$ cat src/rtl/secs_rtc.sv
module secs_rtc #(
  parameter int DIV_W = 16,
  parameter logic [DIV_W-1:0] DEF_RELOAD = 16'd32767
) (
  input  logic        clk,
  input  logic        rst_n,
  input  logic [1:0]  bus_addr,
  input  logic        bus_we,
  input  logic [31:0] bus_wdata,
  output logic [31:0] bus_rdata,
  output logic        tick_irq,
  output logic        alarm_irq
);
  localparam logic [1:0] A_DIV = 2'd0, A_SEC = 2'd1, A_ALM = 2'd2, A_STS = 2'd3;

  logic [31:0] div_q, sec_q, alm_q;
  logic [DIV_W-1:0] pre_q, reload;
  logic al_pend, hz_pend, al_en, hz_en;
  logic tick, al_hit;
  logic [31:0] sec_inc;

  wire wr_div = bus_we && bus_addr == A_DIV;
  wire wr_sec = bus_we && bus_addr == A_SEC;
  wire wr_alm = bus_we && bus_addr == A_ALM;
  wire wr_sts = bus_we && bus_addr == A_STS;

  assign reload  = (div_q[DIV_W-1:0] == '0) ? DEF_RELOAD : div_q[DIV_W-1:0];
  assign tick    = (pre_q == reload);
  assign sec_inc = sec_q + 32'd1;
  assign al_hit  = tick && !wr_sec && al_en && (sec_inc == alm_q);

  always_ff @(posedge clk or negedge rst_n) begin
    if (!rst_n) pre_q <= '0;
    else if (wr_div || tick) pre_q <= '0;
    else pre_q <= pre_q + 1'b1;
  end

  always_ff @(posedge clk or negedge rst_n) begin
    if (!rst_n) begin
      div_q <= '0;
      sec_q <= '0;
      alm_q <= '0;
    end else begin
      if (wr_div) div_q <= bus_wdata;
      if (wr_alm) alm_q <= bus_wdata;
      if (wr_sec) sec_q <= bus_wdata;
      else if (tick) sec_q <= sec_inc;
    end
  end

  always_ff @(posedge clk or negedge rst_n) begin
    if (!rst_n) begin
      al_pend <= 1'b0;
      hz_pend <= 1'b0;
      al_en   <= 1'b0;
      hz_en   <= 1'b0;
    end else begin
      al_pend <= al_hit || (al_pend && !(wr_sts && bus_wdata[0]));
      hz_pend <= (tick && hz_en) || (hz_pend && !(wr_sts && bus_wdata[1]));
      if (wr_sts) {hz_en, al_en} <= bus_wdata[3:2];
    end
  end

  always_comb begin
    case (bus_addr)
      A_DIV:   bus_rdata = div_q;
      A_SEC:   bus_rdata = sec_q;
      A_ALM:   bus_rdata = alm_q;
      default: bus_rdata = {28'd0, hz_en, al_en, hz_pend, al_pend};
    endcase
  end

  assign tick_irq  = hz_pend && hz_en;
  assign alarm_irq = al_pend && al_en;

  p_sec_step_r4: assert property (@(posedge clk) disable iff (!rst_n)
    (tick && !wr_sec) |=> sec_q == $past(sec_q) + 32'd1);
  p_sec_hold_r4: assert property (@(posedge clk) disable iff (!rst_n)
    (!tick && !wr_sec) |=> $stable(sec_q));
  p_hz_quiet_r7: assert property (@(posedge clk) disable iff (!rst_n)
    (!hz_en && !hz_pend) |=> !hz_pend);
  p_al_quiet_r6: assert property (@(posedge clk) disable iff (!rst_n)
    (!al_en && !al_pend) |=> !al_pend);
  p_hz_sticky_r8: assert property (@(posedge clk) disable iff (!rst_n)
    (hz_pend && !(wr_sts && bus_wdata[1])) |=> hz_pend);
  p_set_wins_r9: assert property (@(posedge clk) disable iff (!rst_n)
    (tick && hz_en) |=> hz_pend);
  p_pre_bound_r2: assert property (@(posedge clk) disable iff (!rst_n)
    (!wr_div && pre_q <= reload) |=> pre_q <= reload);
endmodule

$ cat config.mk
export PLATFORM = sky130hd
export DESIGN_NAME = secs_rtc
export DESIGN_NICKNAME = d
export VERILOG_FILES = /design/src/rtl/secs_rtc.sv
export SDC_FILE = /design/constraint.sdc
export NUM_CORES = 1
export LEC_CHECK = 0
export ABC_AREA = 1
export BUFFER_PORTS_ARGS = -buffer_cell sky130_fd_sc_hd__buf_2
export CORE_ASPECT_RATIO = 0.8
export CORE_UTILIZATION = 60
export CTS_CLUSTER_DIAMETER = 50
export DETAILED_ROUTE_END_ITERATION = 8
export GPL_ROUTABILITY_DRIVEN = 1
export GPL_TIMING_DRIVEN = 0
export PLACE_DENSITY = 0.8
export SYNTH_ARGS = -nofsm -noshare
export SYNTH_HDL_FRONTEND = slang
export SYNTH_SLANG_ARGS = --single-unit
$ cat constraint.sdc
create_clock -name clk -period 3.42 [get_ports clk]
set_input_delay 0.342 -clock clk [delete_from_list [all_inputs] [get_ports clk]]
set_output_delay 0.342 -clock clk [all_outputs]
set_load 0.05 [all_outputs]
## Yosys cells after proc, flatten, opt, wreduce, memory -nomap -nowiden

Cells that the tools add are included.
Widths: inputs -> output; s select.

- Word-level logic and storage cells: 43
- Bits of input ports: 37
- Bits in registers: 116
- Output and inout port bits: 34

- Reduce and logical (&&, ||, !) cells: 23
- Eq/ne operators: 5
- $add $sub $neg: 2
- Muxes and demuxes: 5

Operator list:

| cell | number |
|---|---|
| $pmux 32 s3 | 1 |
| $mux 32 | 2 |
| $add 32x1->32 const B | 1 |
| $eq 32x32->1 | 1 |
| $mux 16 | 2 |
| $add 16x1->16 const B | 1 |
| $eq 16x16->1 | 1 |
| $logic_not 16->1 | 1 |
| $logic_and 1x1->1 | 14 |
| $eq 2x2->1 const B | 2 |
| $logic_not 1->1 | 3 |
| $logic_or 1x1->1 | 3 |
| $eq 2x1->1 const B | 1 |
| $logic_not 2->1 | 1 |
| $reduce_bool 2->1 | 1 |

## Depth between registers and ports, before layout

- Word-level depth: 7
- Mapped depth: 17
- Gate-level depth less buffers: 17

## Least setup slack after synthesis

OpenSTA, ideal clock, no wires.

- Path type: input to output
- Start: input port bus_addr[1]
- End: output port bus_rdata[1]
- Data required time: 3.078 ns
- Stages: 5
- Buffers on the path: 1
- Setup slack: 1.419 ns
- Arrival: 1.659 ns
- Cell sequence: inv_1 nor2_1 inv_1 clkbuf_1 o2111ai_1

- Longest elaborated chain between the ends: 2
- Elaborated cells on any way between the ends: 4
- Those cells by class: eq/ne (2); mux (1); reduce/logical (1)

Ends and longest elaborated chain:

| element | RTL line | source |
|---|---|---|
| from (decl) | 7 | `input logic [1:0] bus_addr,` |
| $eq 2x2->1 (tied with other cells) | 65 | `case (bus_addr)` |
| $pmux 32 s3 (*) | 65 |  |
| to (decl) | 10 | `output logic [31:0] bus_rdata,` |

Every way passes the cells marked *; elsewhere a longest branch is shown, timed or not.

## Worst setup path after layout

- Start: register sec_q[2]
- End: register al_pend

- Longest elaborated chain between the ends: 4

Ends and longest elaborated chain:

| element | RTL line | source |
|---|---|---|
| from (decl) | 16 | `logic [31:0] div_q, sec_q, alm_q;` |
| from (signal assigned) | 46 | `if (wr_sec) sec_q <= bus_wdata;` |
| from (signal assigned) | 47 | `else if (tick) sec_q <= sec_inc;` |
| $add 32x1->32 | 29 | `assign sec_inc = sec_q + 32'd1;` |
| $eq 32x32->1 | 30 | `assign al_hit = tick && !wr_sec && al_en && (sec_inc == alm_q);` |
| $logic_and 1x1->1 | 30 |  |
| $logic_or 1x1->1 | 58 | `al_pend <= al_hit \|\| (al_pend && !(wr_sts && bus_wdata[0]));` |
| to (signal assigned) | 58 |  |
| to (decl) | 18 | `logic al_pend, hz_pend, al_en, hz_en;` |

No other way between the ends.
A chain may end at the register's enable or synchronous reset.

==> out/results.tsv <==
metric	value	unit
ys_seq_area_share	37.56	%
yosys_most_used_dff	dfrtp_1	
vias	8464	
skew	9.087	ps
critPathMaxFanout	6	
vdd.ir_drop.worst	0.0004954	V
hp-class	input pin to register	
cts.clk_slew.worst_paths	60	ps
rr_worst_depth	14	
clock-sinks	116	
ys_types	30	
synth_top_area_cell	dfrtp_1	
power_density	586.0	nW/um^2
hold_buffers	1	
fin_tns_setup	0	ps
drv_slew	0	
syn_inst	1201	
rsz0062_at_grt	no	
die_area	13340	sq um
crit-reg2reg-launch	sec_q[2]$_DFFE_PN0P_	
cts_resized	0	
clock-root-buffer	clkbuf_16	
layout-drive-gt1-share	10.14	%
hold_path_depth	3	
clock.fmax	395.6	MHz
dp_cells	1443	
path_class	register to register	
grt_pass1_vias	7614	
io_buffer_count	70	
synth_top_area_share	37.56	%
syn-num-nets	1240	
yosysMostFrequentCell	nand2_1	
drc	0	
ys_warn_count	0	
seq_area	2903	sq um
critPathRequiredTime	3780	ps
dr.pass1.iters	6	
antennaDiodeCount	0	
num-fill-cells	1064	
grt_pass1_wl	40.70	mm
wl	26.04	mm
antenna_found_initial	0	
core_region_area	12390	sq um
p_leak	0.004645	uW
clk_latency	420	ps
ant_nets	0	
wl_per_cell	17.67	um
synthTopCellsByCount	nand2_1 (463), inv_1 (154), nand3_1 (129)	
fp-row-count	36	
r2r-end	al_pend$_DFF_PN0_	
worst_slack	892.4	ps
cts_inserted_buffers	17	
synthTopCellsByArea	dfrtp_1 (38%), nand2_1 (22%), nand3_1 (8.4%)	
rrSetupSlack	890	ps
cts_tree	built	
nNetsFinal	1331	
areaGrowthSynthToFinish	14.78	%
crit_arrival	2890	ps
tightest_slew	952.8	ps
syn_area_per_cell	6.434	sq um
pin_count	71	
start_util	62.38	%
synth_edf_count	0	
drv_cap	0	
fin_cells	1473	
chipWidth	128.9	um
setup_viol	0	
place_hpwl	19.02	mm
hp-start	bus_wdata[21]	
ys_ff_latch	116	
drt_iter0_drc	1189	
postCtsSetupRepairBufs	0	
clockBufferDepth	2	
viasPerCell	5.746	
start_kind	register	
max-slew-margin-rel	36.48	%
hold_violations	0	
multi_input_area	4034	sq um
status	finished, final reports clean	
cp-startpoint	sec_q[2]$_DFFE_PN0P_	
routabilityCongestion	0.9814	
place_ws	988.7	ps
end_kind	register	
grt-ovfl-total	0	
htreeDepth	4	
grt_use_total	41.03	%
fin_crit	2528	ps
grt_max_degree	62	
synth_area	7727	sq um
die-height	103.5	um
finalCritPeriodShare	73.91	%
async_flop_share	100.0	%
hold_end	div_q[21]$_DFFE_PN0P_	
## cell families (layout without fill, tap and decap cells)
group / Yosys count / in the layout / synth area share [%]
AO/OA/AOI/OAI: 140 / 140 / 10.52
XOR/XNOR: 15 / 15 / 1.878
adder cells (fa/ha/maj): 2 / 2 / 0.3238
buffers and inverters: 197 / 298 / 10.23
flip-flops: 116 / 116 / 37.56
AND/OR/NAND/NOR: 731 / 731 / 39.48
## area by class of cell
class	count	share of cell area, %
multi-input combinational	888	45.48
inverter	154	6.517
clock buffer	24	5.431
clock inverter	5	0.5925
sequential	116	32.73
buffer	43	2.398
tap	171	2.412
timing repair buffer	72	4.444
## worst max path at each step
stage	depth (start not counted)	end	slack, ps
2_1_floorplan	5	bus_rdata[1]	1420
3_3_place_gp	1	pre_q[11]$_DFF_PN0_	540
3_5_place_dp	7	bus_rdata[5]	990
4_1_cts	7	bus_rdata[5]	990
5_1_grt	14	al_pend$_DFF_PN0_	690
6_report	14	al_pend$_DFF_PN0_	890
## flip-flops by register name, summed over array words and instances, names as in the netlist
| register | cells |
|---|---|
| sec_q | 32 |
| al_pend | 1 |
| div_q | 32 |
| alm_q | 32 |
| hz_en | 1 |
| al_en | 1 |
| pre_q | 16 |
| hz_pend | 1 |
## power by group
group	switching, uW	total (uW)	leakage (uW)	internal [uW]
Sequential	317	1940	0.00148	1630
Combinational	1080	1590	0.00291	511
Clock	625	1660	0.000262	1040
## worst max-delay path, stage by stage, from the launching register on
cell	delay, ps
dfrtp_1	450
nand3_1	160
nor2_1	400
nand2_1	230
inv_1	250
nand3_1	140
nand2_1	110
nand2_1	60
nand2_1	50
nand2_1	70
nor2_1	160
nand2_1	60
nor2_1	120
nand2_1	120
nand2_1	70
## stage by stage
step                hold slack [ps]  utilization, %  instance area [sq um]  total power [uW]
finish                        201.7           71.61                   8870              5197
floorplan                     46.41               -                   7727              3038
global route                  219.1           71.61                   8870              5472
detailed placement            337.4           67.21                   8325              3487
CTS                           191.4           71.61                   8870              5151
global placement              467.8           66.94                   8292              3440
## layout by cell type (no fill, tap or decap), types with 3 or more instances in the layout
master     Yosys  final
nand2_1      463    463
inv_1        154    154
nand3_1      129    129
dfrtp_1      116    116
nor2_1       105    105
o21ai_0      104    104
buf_2          5     74
clkbuf_1      29     33
o221ai_1      27     27
clkbuf_16      0     17
xor2_1        12     12
nor2_4         8      8
nand2_2        6      6
buf_6          5      6
nor2_2         6      6
nand4_1        6      6
nand2_4        4      4
a21oi_1        3      3
clkbuf_8       0      3
clkinv_2       0      3
## metal layers
metal	GRT usage (%)	vias to the layer above	wire, um	share of wire, %
met2	55.33	564	10640	41
met1	61.13	3876	11100	43
met5	0	-	0	0
met3	13.17	41	3822	15
met4	14.03	0	471	1.8
li1	-	3983	-	-
(Power assumes the default switching activity.)
